File: config.mk
export PLATFORM = sky130hd
export DESIGN_NAME = sync_serial_port
export DESIGN_NICKNAME = d
export VERILOG_FILES = /design/src/rtl/ssp_pkg.sv /design/src/rtl/ssp_clkgen.sv /design/src/rtl/ssp_slave_front.sv /design/src/rtl/ssp_shifter.sv /design/src/rtl/sync_serial_port.sv
export SDC_FILE = /design/constraint.sdc
export NUM_CORES = 1
export LEC_CHECK = 0
export ABC_AREA = 0
export BUFFER_PORTS_ARGS = -buffer_cell sky130_fd_sc_hd__buf_2
export CORE_AREA = 4 4 60 103
export DETAILED_ROUTE_END_ITERATION = 8
export DIE_AREA = 0 0 64 107
export PLACE_DENSITY = 0.58
export SETUP_SLACK_MARGIN = 0.4
export SLEW_MARGIN = 20
export SYNTH_ARGS = -nofsm -noshare
export SYNTH_HDL_FRONTEND = slang
export SYNTH_SLANG_ARGS = --single-unit
File: constraint.sdc
create_clock -name clk -period 2.4 [get_ports clk]
set_clock_uncertainty 0.05 [all_clocks]
set_input_delay 0.12 -clock clk [delete_from_list [all_inputs] [get_ports clk]]
set_output_delay 0.12 -clock clk [all_outputs]
set_load 0.01 [all_outputs]
File: src/rtl/ssp_pkg.sv
package ssp_pkg;

    typedef enum logic [1:0] {
        ROLE_OFF,
        ROLE_MASTER,
        ROLE_SLAVE_SEL,
        ROLE_SLAVE_FREE
    } role_e;

    typedef struct packed {
        logic lead;
        logic trail;
    } edge_ev_t;

    function automatic role_e decode_role(input logic [3:0] m);
        if (m[3:2] == 2'b00)
            return ROLE_MASTER;
        else if (m[3:1] == 3'b010)
            return m[0] ? ROLE_SLAVE_FREE : ROLE_SLAVE_SEL;
        else
            return ROLE_OFF;
    endfunction

endpackage

File: src/rtl/ssp_clkgen.sv
module ssp_clkgen
    import ssp_pkg::*;
#(
    parameter int BASE_HALF = 2,
    parameter int STEP_LOG2 = 2
) (
    input  logic       clk,
    input  logic       srst,
    input  logic [1:0] rate,
    input  logic       tmr_tick,
    input  logic       start,
    input  logic       last_bit,
    output edge_ev_t   ev,
    output logic       running,
    output logic       phase
);
    localparam int MAX_HALF = BASE_HALF << (2 * STEP_LOG2);
    localparam int CNT_W    = $clog2(MAX_HALF) + 1;

    logic [CNT_W-1:0] cnt;
    logic [CNT_W-1:0] half_len;
    logic             use_tick;
    logic             step;

    always_comb begin
        case (rate)
            2'd0:    half_len = CNT_W'(BASE_HALF);
            2'd1:    half_len = CNT_W'(BASE_HALF << STEP_LOG2);
            default: half_len = CNT_W'(MAX_HALF);
        endcase
    end

    assign use_tick = (rate == 2'd3);
    assign step     = running && (use_tick ? tmr_tick : (cnt == half_len - 1'b1));
    assign ev.lead  = step && !phase;
    assign ev.trail = step && phase;

    always_ff @(posedge clk) begin
        if (srst) begin
            running <= 1'b0;
            phase   <= 1'b0;
            cnt     <= '0;
        end else if (start) begin
            running <= 1'b1;
            phase   <= 1'b0;
            cnt     <= '0;
        end else if (running) begin
            cnt <= (step || use_tick) ? '0 : cnt + 1'b1;
            if (step)
                phase <= ~phase;
            if (step && phase && last_bit)
                running <= 1'b0;
        end
    end

endmodule

File: src/rtl/ssp_slave_front.sv
module ssp_slave_front
    import ssp_pkg::*;
#(
    parameter int SYNC_DEPTH = 2
) (
    input  logic     clk,
    input  logic     srst,
    input  logic     cpol,
    input  logic     sck_i,
    input  logic     sdi,
    input  logic     ss_n,
    output edge_ev_t ev,
    output logic     sdi_s,
    output logic     ss_s
);
    logic [SYNC_DEPTH-1:0] sck_p;
    logic [SYNC_DEPTH-1:0] sdi_p;
    logic [SYNC_DEPTH-1:0] ss_p;
    logic                  sck_prev;
    logic                  sck_now;

    always_ff @(posedge clk) begin
        if (srst) begin
            sck_p    <= {SYNC_DEPTH{cpol}};
            sdi_p    <= '0;
            ss_p     <= '1;
            sck_prev <= cpol;
        end else begin
            sck_p    <= {sck_p[SYNC_DEPTH-2:0], sck_i};
            sdi_p    <= {sdi_p[SYNC_DEPTH-2:0], sdi};
            ss_p     <= {ss_p[SYNC_DEPTH-2:0], ss_n};
            sck_prev <= sck_p[SYNC_DEPTH-1];
        end
    end

    assign sck_now  = sck_p[SYNC_DEPTH-1];
    assign ev.lead  = (sck_prev == cpol) && (sck_now != cpol);
    assign ev.trail = (sck_prev != cpol) && (sck_now == cpol);
    assign sdi_s    = sdi_p[SYNC_DEPTH-1];
    assign ss_s     = ss_p[SYNC_DEPTH-1];

endmodule

File: src/rtl/ssp_shifter.sv
module ssp_shifter
    import ssp_pkg::*;
#(
    parameter int DATA_W = 8
) (
    input  logic              clk,
    input  logic              rst,
    input  logic              srst,
    input  edge_ev_t          ev,
    input  logic              sdi_x,
    input  logic              smp_end,
    input  logic              abort,
    input  logic              busy,
    input  logic              wr_stb,
    input  logic [DATA_W-1:0] wr_data,
    input  logic              rd_stb,
    output logic              sr_msb,
    output logic              active,
    output logic              last_bit,
    output logic              done,
    output logic [DATA_W-1:0] buffer,
    output logic              full,
    output logic              wcol,
    output logic              ovf
);
    localparam int CW = $clog2(DATA_W);

    logic [DATA_W-1:0] sr;
    logic [DATA_W-1:0] rx_next;
    logic [CW-1:0]     bitcnt;
    logic              half;
    logic              samp;
    logic              accept;

    assign last_bit = (bitcnt == CW'(DATA_W - 1));
    assign done     = ev.trail && last_bit && !abort && !srst;
    assign rx_next  = {sr[DATA_W-2:0], smp_end ? sdi_x : samp};
    assign accept   = done && (!full || rd_stb);
    assign active   = (bitcnt != '0) || half;
    assign sr_msb   = sr[DATA_W-1];

    always_ff @(posedge clk) begin
        if (srst) begin
            sr     <= '0;
            bitcnt <= '0;
            half   <= 1'b0;
            samp   <= 1'b0;
            full   <= 1'b0;
            wcol   <= 1'b0;
            ovf    <= 1'b0;
        end else begin
            if (wr_stb) begin
                if (busy) wcol <= 1'b1;
                else      sr   <= wr_data;
            end
            if (abort) begin
                bitcnt <= '0;
                half   <= 1'b0;
            end else begin
                if (ev.lead) begin
                    samp <= sdi_x;
                    half <= 1'b1;
                end
                if (ev.trail) begin
                    sr     <= rx_next;
                    half   <= 1'b0;
                    bitcnt <= last_bit ? '0 : bitcnt + 1'b1;
                end
            end
            if (done) begin
                if (accept) full <= 1'b1;
                else        ovf  <= 1'b1;
            end else if (rd_stb) begin
                full <= 1'b0;
            end
        end
    end

    always_ff @(posedge clk) begin
        if (rst)
            buffer <= '0;
        else if (accept)
            buffer <= rx_next;
    end

endmodule

File: src/rtl/sync_serial_port.sv
module sync_serial_port
    import ssp_pkg::*;
#(
    parameter int DATA_W     = 8,
    parameter int BASE_HALF  = 2,
    parameter int STEP_LOG2  = 2,
    parameter int SYNC_DEPTH = 2
) (
    input  logic              clk,
    input  logic              rst,
    input  logic              en,
    input  logic [3:0]        mode,
    input  logic              cpol,
    input  logic              smp,
    input  logic              tmr_tick,
    input  logic              wr_stb,
    input  logic [DATA_W-1:0] wr_data,
    input  logic              rd_stb,
    output logic [DATA_W-1:0] rd_data,
    output logic              full_flag,
    output logic              wcol_flag,
    output logic              ovf_flag,
    input  logic              sck_i,
    output logic              sck_o,
    output logic              sck_oe,
    input  logic              sdi,
    output logic              sdo,
    output logic              sdo_oe,
    input  logic              ss_n
);
    role_e    role;
    logic     is_master;
    logic     srst;
    logic     start;
    logic     busy;
    logic     abort;
    logic     m_running;
    logic     m_phase;
    logic     last_bit;
    logic     done_ev;
    logic     sh_active;
    logic     s_sdi;
    logic     s_ss;
    edge_ev_t m_ev;
    edge_ev_t s_ev;
    edge_ev_t ev;

    assign role      = decode_role(mode);
    assign is_master = (role == ROLE_MASTER);
    assign srst      = rst || !en || (role == ROLE_OFF);
    assign busy      = m_running || sh_active;
    assign start     = wr_stb && !busy && is_master;
    assign abort     = (role == ROLE_SLAVE_SEL) && s_ss;
    assign ev        = is_master ? m_ev : s_ev;

    ssp_clkgen #(
        .BASE_HALF (BASE_HALF),
        .STEP_LOG2 (STEP_LOG2)
    ) u_clkgen (
        .clk      (clk),
        .srst     (srst || !is_master),
        .rate     (mode[1:0]),
        .tmr_tick (tmr_tick),
        .start    (start),
        .last_bit (last_bit),
        .ev       (m_ev),
        .running  (m_running),
        .phase    (m_phase)
    );

    ssp_slave_front #(
        .SYNC_DEPTH (SYNC_DEPTH)
    ) u_front (
        .clk   (clk),
        .srst  (srst),
        .cpol  (cpol),
        .sck_i (sck_i),
        .sdi   (sdi),
        .ss_n  (ss_n),
        .ev    (s_ev),
        .sdi_s (s_sdi),
        .ss_s  (s_ss)
    );

    ssp_shifter #(
        .DATA_W (DATA_W)
    ) u_shift (
        .clk      (clk),
        .rst      (rst),
        .srst     (srst),
        .ev       (ev),
        .sdi_x    (is_master ? sdi : s_sdi),
        .smp_end  (is_master && smp),
        .abort    (abort),
        .busy     (busy),
        .wr_stb   (wr_stb),
        .wr_data  (wr_data),
        .rd_stb   (rd_stb),
        .sr_msb   (sdo),
        .active   (sh_active),
        .last_bit (last_bit),
        .done     (done_ev),
        .buffer   (rd_data),
        .full     (full_flag),
        .wcol     (wcol_flag),
        .ovf      (ovf_flag)
    );

    assign sck_o  = cpol ^ (is_master && m_phase);
    assign sck_oe = en && is_master;
    assign sdo_oe = en && (role != ROLE_OFF) && !abort;

endmodule

==> impl_summary.txt <==
----------------------------------------------------
[Outcome]
  Outcome ... complete, no violations

[Floorplanning]
  Overall die area ... 6848 um2
  Row cnt ... 35
  I/O pins ... 38
  Die span in y ... 107 um
  Core region area ... 5299 um2
  Starting utilization of the core area ... 38.94%
  Die Wd ... 64 um

[Cells and area]
  Final instance area ... 2554 um2
  Area Overhead vs Synth ... 23.77%
  Multi-input gate area ... 1256 um2
  Count of filler cells inserted in the layout ... 567
  Net count of the finished layout ... 309
  Register cell area after layout ... 780.7 um2
  Antenna diodes ... 0
  Share of cells above drive strength 1 ... 27.05%

[Pwr]
  Static leakage ... 1.010 nW
  Proportion of power drawn by the clock network ... 42.5%
  Seq pwr share ... 47.0%
  IR Drop Worst-Case VDD ... 0.3314 mV
  Switch share ... 23.63%
  Internal Dissipation ... 1.071 mW
  Total power divided by cell area ... 549.0 nW/um2
  Combinational fraction of design power ... 10.5%
  NetSw ... 0.3313 mW
  Overall power consumption ... 1.402 mW

[GRT]
  Pin count of the biggest net entering global routing ... 27
  Number of global-route vias before repair ... 1812
  Antenna violations before repair ... 0
  Wire length of the first global-routing pass ... 8.411 mm
  GR Util All Layers ... 15.56%
  Gr ovfl total ... 0

[Logic synthesis]
  Synth warnings ... 0
  Largest cells by area after synthesis ... sky130_fd_sc_hd__dfxtp_1 (38%), sky130_fd_sc_hd__mux2i_1 (8.2%), sky130_fd_sc_hd__nand2_1 (7.1%)
  Part of the Yosys area used for sequential elements ... 37.84%
  Number of enable flip-flop cells after synthesis ... 0
  Distinct cell type count of the synthesized netlist ... 45
  Gate Count Post-Synth ... 234
  Mean post-synth cell area ... 8.817 um2
  Area share of the largest cell type after synthesis ... 37.84%
  Synth top cells by count ... sky130_fd_sc_hd__dfxtp_1 (39), sky130_fd_sc_hd__nand2_1 (39), sky130_fd_sc_hd__nand2b_1 (19)
  Dominant synthesized flop cell ... sky130_fd_sc_hd__dfxtp_1
  Post-Syn Nets ... 263
  Post-synthesis sequential element count ... 39
  Post-synthesis cell type with the largest combined area ... sky130_fd_sc_hd__dfxtp_1
  Syn Std Cell Area ... 2063 um2
  Synth async-reset ratio ... 0%

[Placement]
  Detailed Place HPWL ... 3.727 mm
  Placement-stage cell area ... 2384 um2
  DP Worst Slack ... 0.1937 ns
  Buffers added on ports ... 37
  Routability congestion estimate ... 0.7446

[Route]
  Detailed-routing iteration count for the pre-antenna-repair pass ... 4
  Average routed wire per standard cell ... 13.55 um
  Vias per cell ... 5.113
  Detailed-route via count ... 1815
  DRC marker count from the first detailed-route iteration ... 61
  Detailed Route WL ... 4.812 mm
  Post-DRT Antenna Nets ... 0
  DRC violations left ... 0

[Critical path]
  Data required time of the critical path ... 2.57 ns
  Worst setup slack for register-to-register paths ... 0.51 ns
  Endpoint kind of the worst setup timing path ... flip-flop
  Data arrival at the endpoint of the critical path ... 2.06 ns
  Biggest fanout along the worst timing path ... 7
  Worst-path cell chain ... nor4_2 -> o2111a_2 -> and3b_1 -> o2111a_1 -> buf_4 -> mux2i_1
  Type of element launching the critical path ... flip-flop
  Worst path max stage delay ... 0.39 ns
  Critical-path cell with the highest stage delay ... sky130_fd_sc_hd__dfxtp_1
  Path type of the worst setup path ... flip-flop to flip-flop

[STA]
  Hold slack final ... 0.01036 ns
  Period utilisation layout ... 78.86%
  RSZ-0062 raised after global routing ... no
  Min Clock Period, post-route ... 1.893 ns
  Transition at the pin with the smallest max-transition slack ... 0.3738 ns
  Setup TNS after final layout ... 0 ns
  Final Hold Viols ... 0
  Upper clock frequency limit ... 528.4 MHz
  Final setup fails ... 0
  Worst setup margin ... 0.5074 ns
  Final number of max-transition violations ... 0
  Relative slew margins ... 75.05%

[CTS]
  CTS clk-pin slew, worst paths ... 0.09 ns
  TritonCTS clock tree ... built
  Num CTS Buffers ... 5
  CTS sink cnt ... 39
  Number of buffers on the longest clock path ... 2
  # H-tree levels ... 2
  Clock latency on the worst-skew pair ... 0.29 ns
  CTS root buffer ... sky130_fd_sc_hd__clkbuf_8

[Worst hold path]
  Class of the tightest hold or removal check ... input port to flip-flop

[Job]
  Number of max-cap violations ... 0

----------------------------------------------------
==> cells by family (layout without fill, tap and decap cells) <==
| group | count (synthesis) | after routing | synth area share (%) |
|---|---|---|---|
| AOI/OAI and AO/OA | 37 | 37 | 12.31 |
| xor gates and xnor gates | 4 | 4 | 1.698 |
| adders and majority gates | 6 | 6 | 3.638 |
| buffers and inverters | 15 | 62 | 4.305 |
| DFF | 39 | 39 | 37.84 |
| muxes | 26 | 26 | 13.34 |
| and+or+nand+nor | 107 | 107 | 26.87 |
==> power groups by stage <==
stage,combinational [mW],sequential (mW),clock [mW]
CTS,0.147,0.659,0.609
detailed placement,0.144,0.675,0
finish,0.147,0.659,0.595
global placement,0.141,0.674,0
global route,0.165,0.661,0.638
floorplan,0.0957,0.673,0
==> path summary, 6_finish.rpt <==
path                    from           endpoint  cells past startpoint
max          u_clkgen.cnt[2]  u_shift.buffer[1]                      6
min                      sdi   u_front.sdi_p[0]                      2
max reg2reg  u_clkgen.cnt[2]  u_shift.buffer[1]                      6
min reg2reg  u_front.ss_p[0]    u_front.ss_p[1]                      1
==> through the flow <==
step	instances	utilization [%]
detailed placement	344	44.98
CTS	354	47.65
global placement	344	44.98
floorplan	234	-
global route	355	48.19
finish	355	48.19
==> registers in the layout, summed over array words and instances, names as in the netlist <==
register and flops:
u_front.sck_p 2, u_front.sck_prev 1, u_shift.wcol 1, u_shift.sr 8, u_front.ss_p 2, u_clkgen.phase 1, u_shift.buffer 8, u_shift.half 1
u_shift.bitcnt 3, u_clkgen.running 1, u_shift.ovf 1, u_shift.full 1, u_front.sdi_p 2, u_shift.samp 1, u_clkgen.cnt 6
==> final cells by class <==
type,instances,area share [%]
Clock inverter,2,1.519
Multi-Input combinational cell,180,49.19
Inverter,4,0.5879
Timing Repair Buffer,50,11.27
Sequential cell,39,30.57
Tap cell,74,3.626
Clock buffer,6,3.234
==> per-layer routing <==
metal / track usage, % / vias up / wire, um
met5: 0 / - / 0
met4: 5.255 / 0 / 91
met2: 29.09 / 36 / 2725
met3: 3.354 / 9 / 172
li1: - / 907 / -
met1: 16.80 / 863 / 1823
==> cells in the final DEF (no fill, tap or decap), drive strengths merged, types with 6 or more instances in the layout <==
| cell | n |
|---|---|
| a21oi | 11 |
| buf | 48 |
| clkbuf | 6 |
| dfxtp | 39 |
| ha | 6 |
| mux2 | 9 |
| mux2i | 17 |
| nand2 | 39 |
| nand2b | 19 |
| nand3 | 10 |
| nor2 | 8 |
==> worst max-delay path: cells and delay by family (launching register included) <==
family,cells,cell delay (ns)
buf+inv,1,0.19
flops,1,0.39
compound gates,2,0.48
mux,1,0.21
simple gates,2,0.50
==> timing repair <==
action                                  4_1_cts  5_1_grt
hold buffers                                  2        0
endpoints found under the setup margin        0       14
gates resized for setup                       0        5
hold endpoints to repair                      2        0
setup buffers                                 0        1
No activity file was read; power rests on OpenSTA's default activity.
